## src/rtl/pwm_steer_pkg.sv

```systemverilog
package pwm_steer_pkg;
  localparam int unsigned PIN_COUNT = 4;
  typedef logic [PIN_COUNT-1:0] steer_t;
  localparam steer_t STEER_RESET = steer_t'(1);
  typedef enum logic { MODE_IMMEDIATE = 1'b0, MODE_DEFERRED = 1'b1 } mode_e;
endpackage

```

## src/rtl/pwm_steer_regs.sv

```systemverilog
module pwm_steer_regs
  import pwm_steer_pkg::*;
#(
  parameter int unsigned NPINS = PIN_COUNT,
  parameter logic [NPINS-1:0] RST_VAL = NPINS'(1)
) (
  input  logic             clk,
  input  logic             rst_n,
  input  logic             wr_en,
  input  logic [NPINS-1:0] wr_steer,
  input  logic             wr_sync,
  input  logic             boundary,
  output logic [NPINS-1:0] active_q
);
  logic [NPINS-1:0] pending_q;
  mode_e            mode_q;

  always_ff @(posedge clk or negedge rst_n) begin
    if (!rst_n) begin
      pending_q <= RST_VAL;
      active_q  <= RST_VAL;
      mode_q    <= MODE_IMMEDIATE;
    end else if (wr_en) begin
      pending_q <= wr_steer;
      mode_q    <= mode_e'(wr_sync);
      if (!wr_sync) active_q <= wr_steer;
    end else if (boundary && mode_q == MODE_DEFERRED) begin
      active_q <= pending_q;
    end
  end

  // an immediate write is live on the next cycle
  a_r4_immediate_apply: assert property (@(posedge clk) disable iff (!rst_n)
    (wr_en && !wr_sync) |=> active_q == $past(wr_steer));
  // a deferred write never moves the active enables by itself
  a_r5_deferred_hold: assert property (@(posedge clk) disable iff (!rst_n)
    (wr_en && wr_sync) |=> active_q == $past(active_q));
  // the boundary installs the last pending value
  a_r6_boundary_load: assert property (@(posedge clk) disable iff (!rst_n)
    (!wr_en && boundary && mode_q == MODE_DEFERRED) |=> active_q == $past(pending_q));
  // quiet cycles keep the active enables
  a_r8_quiet_stable: assert property (@(posedge clk) disable iff (!rst_n)
    (!wr_en && !boundary) |=> $stable(active_q));
endmodule

```

## src/rtl/pwm_steer_mux.sv

```systemverilog
module pwm_steer_mux #(
  parameter int unsigned NPINS = 4
) (
  input  logic [NPINS-1:0] sel,
  input  logic             wave,
  input  logic [NPINS-1:0] gpio,
  output logic [NPINS-1:0] drive
);
  for (genvar i = 0; i < NPINS; i++) begin : g_pin
    assign drive[i] = sel[i] ? wave : gpio[i];
  end
endmodule

```

## src/rtl/pwm_steer.sv

```systemverilog
module pwm_steer
  import pwm_steer_pkg::*;
(
  input  logic                 clk,
  input  logic                 rst_n,
  input  logic                 cfg_we,
  input  logic [PIN_COUNT-1:0] cfg_steer,
  input  logic                 cfg_sync,
  input  logic                 pwm_in,
  input  logic                 period_start,
  input  logic [PIN_COUNT-1:0] port_dout,
  output logic [PIN_COUNT-1:0] pin_out
);
  steer_t active;

  pwm_steer_regs #(.NPINS(PIN_COUNT), .RST_VAL(STEER_RESET)) u_regs (
    .clk      (clk),
    .rst_n    (rst_n),
    .wr_en    (cfg_we),
    .wr_steer (cfg_steer),
    .wr_sync  (cfg_sync),
    .boundary (period_start),
    .active_q (active)
  );

  pwm_steer_mux #(.NPINS(PIN_COUNT)) u_mux (
    .sel   (active),
    .wave  (pwm_in),
    .gpio  (port_dout),
    .drive (pin_out)
  );
endmodule

```

## config.mk

```make
export PLATFORM = sky130hd
export DESIGN_NAME = pwm_steer
export DESIGN_NICKNAME = d
export VERILOG_FILES = /design/src/rtl/pwm_steer_pkg.sv /design/src/rtl/pwm_steer_regs.sv /design/src/rtl/pwm_steer_mux.sv /design/src/rtl/pwm_steer.sv
export SDC_FILE = /design/constraint.sdc
export NUM_CORES = 1
export LEC_CHECK = 0
export ABC_AREA = 1
export CAP_MARGIN = 20
export CORE_AREA = 2 2 39 41
export CTS_CLUSTER_DIAMETER = 100
export DETAILED_ROUTE_END_ITERATION = 6
export DIE_AREA = 0 0 41 43
export DONT_BUFFER_PORTS = 1
export PLACE_DENSITY = 0.57
export SYNTH_ARGS = -nofsm -noshare
export SYNTH_HDL_FRONTEND = slang
export SYNTH_SLANG_ARGS = --single-unit
```

## constraint.sdc

```tcl
create_clock -name clk -period 1.7 [get_ports clk]
set_input_delay 0.085 -clock clk [delete_from_list [all_inputs] [get_ports clk]]
set_output_delay 0.085 -clock clk [all_outputs]
set_load 0.005 [all_outputs]
```

; ---- After elaboration in Yosys (flattened, before gate mapping)
; Cells that the tools add are included.
; W data, S select, Z words.
[word_totals]
ff_bits = 9
latch_bits = 0
ram_bits = 0
romBits = 0
input_bits = 14
elab_cells = 14
memories = 0
[op_classes]
n_addsub = 0
n_mul = 0
div = 0
magnitude_cmp = 0
eq_ne = 1
shifts = 0
n_mux = 7
bitwise_logic = 0
n_reduce_logical = 3
[ops]
columns = op, n
row1 = $mux W4, 3
row2 = $mux W1, 4
row3 = $ne A2 B2 Y1 const B, 1
row4 = $reduce_and A2 Y1, 1
row5 = $reduce_bool A2 Y1, 1
row6 = $logic_and A1 B1 Y1, 1

; ---- Depth between registers and ports, before layout
; Gate-level depths: netlist (run 1).
[depth]
word_depth = 3
depth_mapped = 5
ltp_nobuf = 5

; ---- By module
; From an unflattened synthesis (run 1), not the netlist that was laid out.
[hier_totals]
cells_unflattened = 55
hier_area_um2 = 442.9
[by_module_without_submodules]
columns = mod, n_inst, cells_each, area_each_um2
row1 = pwm_steer_regs, 1, 39, 382.9
row2 = pwm_steer_mux, 1, 16, 60.1

; ---- Worst setup path after synthesis (run 1)
; Ideal clock, no wire load.
[synth_timing]
path_kind = register to register
from = reg u_regs.pending_q[0]
to = reg u_regs.active_q[0]
setup_time_ns = 0.060
t_arrival_ns = 0.689
setup_slack_ns = 0.951
path_stages_with_launch = 5
synth_period_minus_slack_ns = 0.749
path_cell_list = dfstp_2 > nand2_1 > nand2_1 > nand2_1 > nand2_1
[synth_via]
elab_chain_len = 2
[synth_lines]
columns = element, line
row1 = from (decl), pwm_steer_regs.sv:15  ; logic [NPINS-1:0] pending_q;
row2 = from (signal assigned), pwm_steer_regs.sv:24  ; pending_q <= wr_steer;
row3 = $mux W4, pwm_steer_regs.sv:27  ; end else if (boundary && mode_q == MODE_DEFERRED) begin
row4 = $mux W4, pwm_steer_regs.sv:23  ; end else if (wr_en) begin
row5 = to (signal assigned), pwm_steer_regs.sv:26  ; if (!wr_sync) active_q <= wr_steer;
row6 = to (signal assigned), pwm_steer_regs.sv:28  ; active_q <= pending_q;
row7 = to (decl), pwm_steer_regs.sv:13  ; output logic [NPINS-1:0] active_q
; Every way passes these cells. The select of a mux whose other input is x is not followed.
; A chain may end at the register's enable or synchronous reset.

; ---- Worst setup path in the final report (run 1)
[layout_timing]
from = in cfg_we
to = reg u_regs.active_q[0]
[layout_via]
elab_chain_len = 2
elab_cells_between_ends = 4
classes_between = eq/ne (1) / mux (1) / reduce/logical (2)
[layout_lines]
columns = element, line
row1 = from (decl), pwm_steer.sv:6  ; input logic cfg_we,
row2 = $ne A2 B2 Y1 (no source line) or $reduce_bool A2 Y1 (tied branches), n/a
row3 = $reduce_and A2 Y1 (no source line), n/a
; Several ways; a longest one is shown, not always the timed one.

==> impl_metrics.ini, run 1 <==
[status]
outcome = complete, no violations

[synth]
yosys.area_share.simple_pct = 34.7
synth_fp_nets = 65
synth.lib_cells_used.distinct = 12
synth.area.mux_share_pct = 0
synth.cell_area_um2 = 425
synth-xor-area-share_pct = 0
synth-main-ff-cell = dfrtp_1
synth_top_cells_by_area = dfrtp_1 41%, nand2_1 20%, dfstp_2 12%
synth.cells.most_frequent = 23 x nand2_1, 7 x dfrtp_1, 5 x inv_1
synth_top_cell_by_area = dfrtp_1
syn_inst = 51
ys.warnings.count = 0
yosys.area_share.adder_pct = 0
post_synth.cell_area_avg_um2 = 8.34
post_synth_top_area_share_pct = 41.2
synth-seq-cells = 9
synth.yosys.seq_area_share_pct = 53.5
synth-compound-area-share_pct = 6.47
asyncSetResetFlopFracSynth_pct = 100
synth.most_common_cell = nand2_1
synth_top_family_by_area = simple AND/OR/NAND/NOR gates
number_of_enable_type_register_cells_in_the_synthesized_netlist = 0

[cells_and_area]
layout.filler_cells = 151
drive_above_1_share_pct = 16.4
multi_input_logic_area_um2 = 175
final_nets = 76
insertedDiodeCount = 0
layout.area.seq_um2 = 228
layout.cells.non_filler = 77
synthToLayoutAreaGrowth_pct = 25.0

[clocking]
clock_latency_on_the_worst_skew_pair_ns = 0.27
clock-root-buffer = clkbuf_4
cts.hold.buffers_added = 6
cts_buffers = 3
cts_max_level = 1
post_cts_resized = 0
cts.sink_count = 9
cts_tree = yes
clkTransAtPathRegs_ns = 0.06
cts_buffer_depth = 2
postCtsSetupRepairBufs = 0

[detailed_routing]
routed-via-count = 357
wire_per_inst_um = 11.2
wl_um = 865
drcViolationCount = 0
route.detailed.vias_per_inst = 4.64
dr.pass1.iters = 4
drt.antenna.violating_nets = 0
dr.first_iter.drc_count = 7

[sta]
timing.slew.headroom_pct = 73.0
achievable-frequency_ghz = 0.726
timing.final.ws_setup_ns = 0.323
period_needed_ns = 1.38
worst_pin_slew_ns = 0.404
rsz_0062_raised_after_global_routing = false
setup_viol_count_final = 0
fin_skew_ns = 0.00122
timing_hold_violations_final = 0
share_of_the_clock_period_used_by_the_worst_path_after_layout_pct = 81.0
holdWs_ns = 0.0471
final-max-slew-violation-count = 0
tns_ns = 0

[place]
portBuffers = 0
post-dp-hpwl_um = 610
gp_routability_congestion = 0.770
pre_cts_slack_ns = 0.903
placedCellCount = 67

[job]
cap_viol_max_count = 0

[setup_path]
worstPathArrival_ns = 1.59
crit_path_cell_trace = dlygate4sd3_1 > nand2_1 > dlygate4sd3_1 > nand2_1 > nand2_1 > nand2_1
cp_top_family = buffers and inverters
critPathSlowestCell = dlygate4sd3_1
regToRegSetupSlack_ns = 0.89
r2r_cells = 4
worst_r2r_endpoint = u_regs.active_q[2]
critPathMostFrequentCell = nand2_1
crit_type = input pin to flip-flop
start_kind = input pin
worstSetupEndpointType = flip-flop
critPathMaxStageDelay_ns = 0.67
worstPathRequired_ns = 1.91
worstReg2RegStart = u_regs.mode_q
critical_path_peak_fanout = 6
critPathBufInv = 2

[floorplanning]
starting_density_pct = 30.7
placementRows = 14
die_area_um2 = 1760
placeableCoreArea_um2 = 1380
die-width_um = 41
io_pins = 18
fp.dieH_um = 43

[worst_hold_path]
hold_path_end = u_regs.active_q[0]
whs_path_depth = 3
hp-start = period_start
timing.hold.worst.class = input pin to flip-flop

[global_routing]
grt_pass1_wl_mm = 1.46
grt_overflow_total = 0
first_global_vias = 345
gr-usage-all-layers_pct = 12.3
pin_count_of_the_biggest_net_entering_global_routing = 10
antenna_found_initial = 0

[power_and_ir_drop]
pwr_density_cell_nw_per_um2 = 958
p_leak_nw = 0.270
power_uw = 510
ir_worst_vdd_v = 0.000361
## worst min-delay path, cell delays in order
cell and delay [ns]:
nand3_4 0.09, nand3_1 0.08, nand2_1 0.05
## placed cells by master, fill, tap and decap left out, drive strengths merged
cell type	count
nand2	26
dlygate4sd3	6
o21a	1
clkbuf	4
o21ai	4
inv	6
dfrtp	7
dfstp	2
nand3	5
## layer usage
| metal | routed length (um) | up-vias | track usage, % | part of all wire (%) |
|---|---|---|---|---|
| met4 | 23 | 0 | 6.00 | 2.7 |
| met1 | 392 | 156 | 15.7 | 45 |
| met3 | 60 | 3 | 3.14 | 6.9 |
| met2 | 389 | 21 | 18.4 | 45 |
| li1 | - | 177 | - | - |
| met5 | 0 | - | 0 | 0 |
## worst max path at each step
stage	endpoint	from	depth (start not counted)	slack [ns]
3_3_place_gp	u_regs.active_q[0]	u_regs.pending_q[0]	4	0.91
4_1_cts	u_regs.active_q[0]	cfg_we	6	0.29
5_1_grt	u_regs.active_q[0]	cfg_we	6	0.20
6_report	u_regs.active_q[0]	cfg_we	6	0.32
3_5_place_dp	u_regs.active_q[2]	u_regs.mode_q	4	0.90
2_1_floorplan	u_regs.active_q[0]	u_regs.pending_q[0]	4	0.95
## registers in the layout (all words and copies together) (netlist names)
signal and cells:
u_regs.active_q 4, u_regs.mode_q 1, u_regs.pending_q 4
## power by group
group          switching, mW  total (mW)  internal [mW]
combinational         0.0430      0.0769         0.0339
sequential            0.0155       0.260          0.244
clock                 0.0817       0.173         0.0909
## kinds of logic (layout without fill, tap and decap cells)
logic type             after synthesis  count (layout)
AOI/OAI and AO/OA                    5               5
DFF                                  9               9
buffers and inverters                6              16
and+or+nand+nor                     31              31
## cell type report
cell class,instances,area share (%)
well taps,16,3.76
flip-flops and latches,9,42.8
repair buffers,6,11.3
multi-input cells,36,32.9
clock buffers,4,4.94
inverters,6,4.24
## per-stage QoR
stage	util, %	cell area, um2
floorplan	-	425
finish	38.4	532
global route	38.4	532
global placement	32.2	445
detailed placement	32.2	445
CTS	38.4	532
No activity file was read; power rests on OpenSTA's default activity.
==> inputs of run 2 (changes only) <==
--- a/config.mk
+++ b/config.mk
@@ -5,14 +5,14 @@
 export SDC_FILE = /design/constraint.sdc
 export NUM_CORES = 1
 export LEC_CHECK = 0
-export ABC_AREA = 1
+export ABC_AREA = 0
 export CAP_MARGIN = 20
 export CORE_AREA = 2 2 39 41
 export CTS_CLUSTER_DIAMETER = 100
 export DETAILED_ROUTE_END_ITERATION = 6
 export DIE_AREA = 0 0 41 43
 export DONT_BUFFER_PORTS = 1
-export PLACE_DENSITY = 0.57
+export PLACE_DENSITY = 0.62
 export SYNTH_ARGS = -nofsm -noshare
 export SYNTH_HDL_FRONTEND = slang
 export SYNTH_SLANG_ARGS = --single-unit
==> constraint.sdc (replaced) <==
create_clock -name clk -period 1.3 [get_ports clk]
set_input_delay 0.065 -clock clk [delete_from_list [all_inputs] [get_ports clk]]
set_output_delay 0.065 -clock clk [all_outputs]
set_load 0.005 [all_outputs]
==> impl_metrics.ini, run 2 <==
[floorplanning]
io_pins = 18
die-width_um = 41
fp.dieH_um = 43
starting_density_pct = 35.9
placementRows = 14
die_area_um2 = 1760
placeableCoreArea_um2 = 1380

[setup_path]
worstPathArrival_ns = 1.47
crit_type = flip-flop to flip-flop
worstPathRequired_ns = 1.51
start_kind = flip-flop
critPathSlowestCell = dlygate4sd3_1
worstSetupEndpointType = flip-flop
crit_path_cell_trace = mux2_2 > dlygate4sd3_1
critPathBufInv = 1
critPathMaxStageDelay_ns = 0.54
cp_top_family = buffers and inverters
critical_path_peak_fanout = 2

[synth]
ys.warnings.count = 0
asyncSetResetFlopFracSynth_pct = 100
synth.most_common_cell = mux2_2
post_synth.cell_area_avg_um2 = 13.4
synth.cell_area_um2 = 497
synth.cells.most_frequent = 9 x mux2_2, 7 x dfrtp_1
synth-main-ff-cell = dfrtp_1
synth.lib_cells_used.distinct = 10
synth_fp_nets = 51
post_synth_top_area_share_pct = 35.3
syn_inst = 37
number_of_enable_type_register_cells_in_the_synthesized_netlist = 0
synth-seq-cells = 9
synth_top_cells_by_area = dfrtp_1 35%, mux2_2 20%, dfstp_2 11%
synth_top_cell_by_area = dfrtp_1
synth.yosys.seq_area_share_pct = 45.8

[power_and_ir_drop]
p_leak_nw = 0.263
pwr_density_cell_nw_per_um2 = 1100
clock_power_share_pct = 32.4
ir_worst_vdd_v = 0.000513
seq_power_share_pct = 50.0
p_sw_uw = 173
netSwitchingFraction_pct = 24.9
power.share.combinational_pct = 17.6
internal_power_uw = 523

[detailed_routing]
wirelength_met1_um = 424
route.top_layer_used = met4
dr.first_iter.drc_count = 12
route.met2.wl_um = 494
drt.antenna.violating_nets = 0
route.detailed.vias_per_inst = 5.62
drcViolationCount = 0
wl_mm = 1.06
wire_per_inst_um = 16.0
routed-via-count = 371
dr.pass1.iters = 4
detailroute.wirelength.met3_um = 96

[sta]
timing.slew.headroom_pct = 72.4
final-max-slew-violation-count = 0
holdWs_ns = 0.0124
timing_hold_violations_final = 0
share_of_the_clock_period_used_by_the_worst_path_after_layout_pct = 96.8
period_needed_ns = 1.26
setup_viol_count_final = 0
tns_ns = 0
achievable-frequency_ghz = 0.794
worst_pin_slew_ns = 0.412
fin_skew_ns = 0.00157
rsz_0062_raised_after_global_routing = false

[place]
gp_routability_congestion = 0.823
placedCellCount = 52
portBuffers = 0
post-dp-hpwl_um = 671

[global_routing]
antenna_found_initial = 0
gr-usage-all-layers_pct = 16.1
grt_pass1_wl_mm = 1.80
pin_count_of_the_biggest_net_entering_global_routing = 16
grt_overflow_total = 0
first_global_vias = 402

[clocking]
cts_buffers = 3
cts.sink_count = 9
postCtsSetupRepairBufs = 0
clock-root-buffer = clkbuf_4
clock_latency_on_the_worst_skew_pair_ns = 0.27
clkTransAtPathRegs_ns = 0.06
cts_buffer_depth = 2
cts_tree = yes
cts_max_level = 1
post_cts_resized = 0

[cells_and_area]
layout.cells.non_filler = 66
insertedDiodeCount = 0
drive_above_1_share_pct = 38.0
final_nets = 65
mostFrequentLayoutCell = dlygate4sd3_1
largest_registers = u_regs.active_q (4), u_regs.pending_q (4), u_regs.mode_q (1)
synthToLayoutAreaGrowth_pct = 27.2
final_cell_mix = 10 x dlygate4sd3_1, 9 x mux2_2, 7 x dfrtp_1

[worst_hold_path]
timing.hold.worst.class = input pin to flip-flop

[status]
outcome = complete, no violations

[job]
cap_viol_max_count = 0
==> run 2: metrics by stage <==
step	cell area [um2]	worst slack (ns)	utilization, %	total power, mW
2_1_floorplan	497	0.306	-	0.430
3_3_place_gp	505	0.290	36.5	0.438
3_5_place_dp	505	0.238	36.5	0.440
4_1_cts	652	0.0129	47.1	0.703
5_1_grt	632	0.0104	45.7	0.736
6_report	632	0.0410	45.7	0.696
==> run 2: area by class of cell <==
cell class	instances	area [um2]
fill	120	752
multi-input combinational	23	243
sequential	9	228
timing repair buffer	10	100
clock buffer	4	26.3
tap	16	20.0
inverter	4	15.0
==> run 2: cells by family (layout without fill, tap and decap cells) <==
group	Yosys count	in the layout	share of synthesized area (%)
AND/OR/NAND/NOR	10	10	21.4
multiplexers	9	9	20.4
flip-flops	9	9	45.8
buffers and inverters	5	18	5.29
AO/OA/AOI/OAI	4	4	7.05
==> run 2: power by group through the flow <==
| stage | combinational, mW | clock [mW] | sequential, mW |
|---|---|---|---|
| after detailed placement | 0.0879 | 0 | 0.352 |
| after floorplan | 0.0861 | 0 | 0.344 |
| after CTS | 0.132 | 0.223 | 0.348 |
| after global routing | 0.139 | 0.244 | 0.353 |
| final | 0.122 | 0.226 | 0.348 |
| after global placement | 0.0883 | 0 | 0.349 |
==> run 2: repair_timing <==
item	in CTS	in global routing
endpoints found under the hold margin	18	3
endpoints found under the setup margin	0	3
hold buffers	12	1
==> run 2: worst register-to-register path: stages, from the launching register on <==
cell	delay, ns
dfstp_2	0.53
mux2_2	0.13
dlygate4sd3_1	0.54
==> run 2: worst paths after layout <==
| kind | start | end | slack (ns) | depth (start not counted) |
|---|---|---|---|---|
| min | cfg_we | u_regs.active_q[0] | 0.01 | 2 |
| min in group asynchronous | rst_n | u_regs.active_q[1] | 0.16 | 1 |
| max | u_regs.pending_q[0] | u_regs.pending_q[0] | 0.04 | 2 |
| max in group asynchronous | rst_n | u_regs.pending_q[0] | 0.81 | 1 |
| max reg2reg | u_regs.pending_q[0] | u_regs.pending_q[0] | 0.04 | 2 |
| min reg2reg | u_regs.active_q[0] | u_regs.active_q[0] | 0.50 | 2 |
==> run 2: layer usage <==
metal | global-route usage [%] | vias to the layer above
met4 | 12.0 | 0
li1 | - | 167
met5 | 0 | -
met1 | 19.7 | 172
met2 | 23.1 | 26
met3 | 3.66 | 6
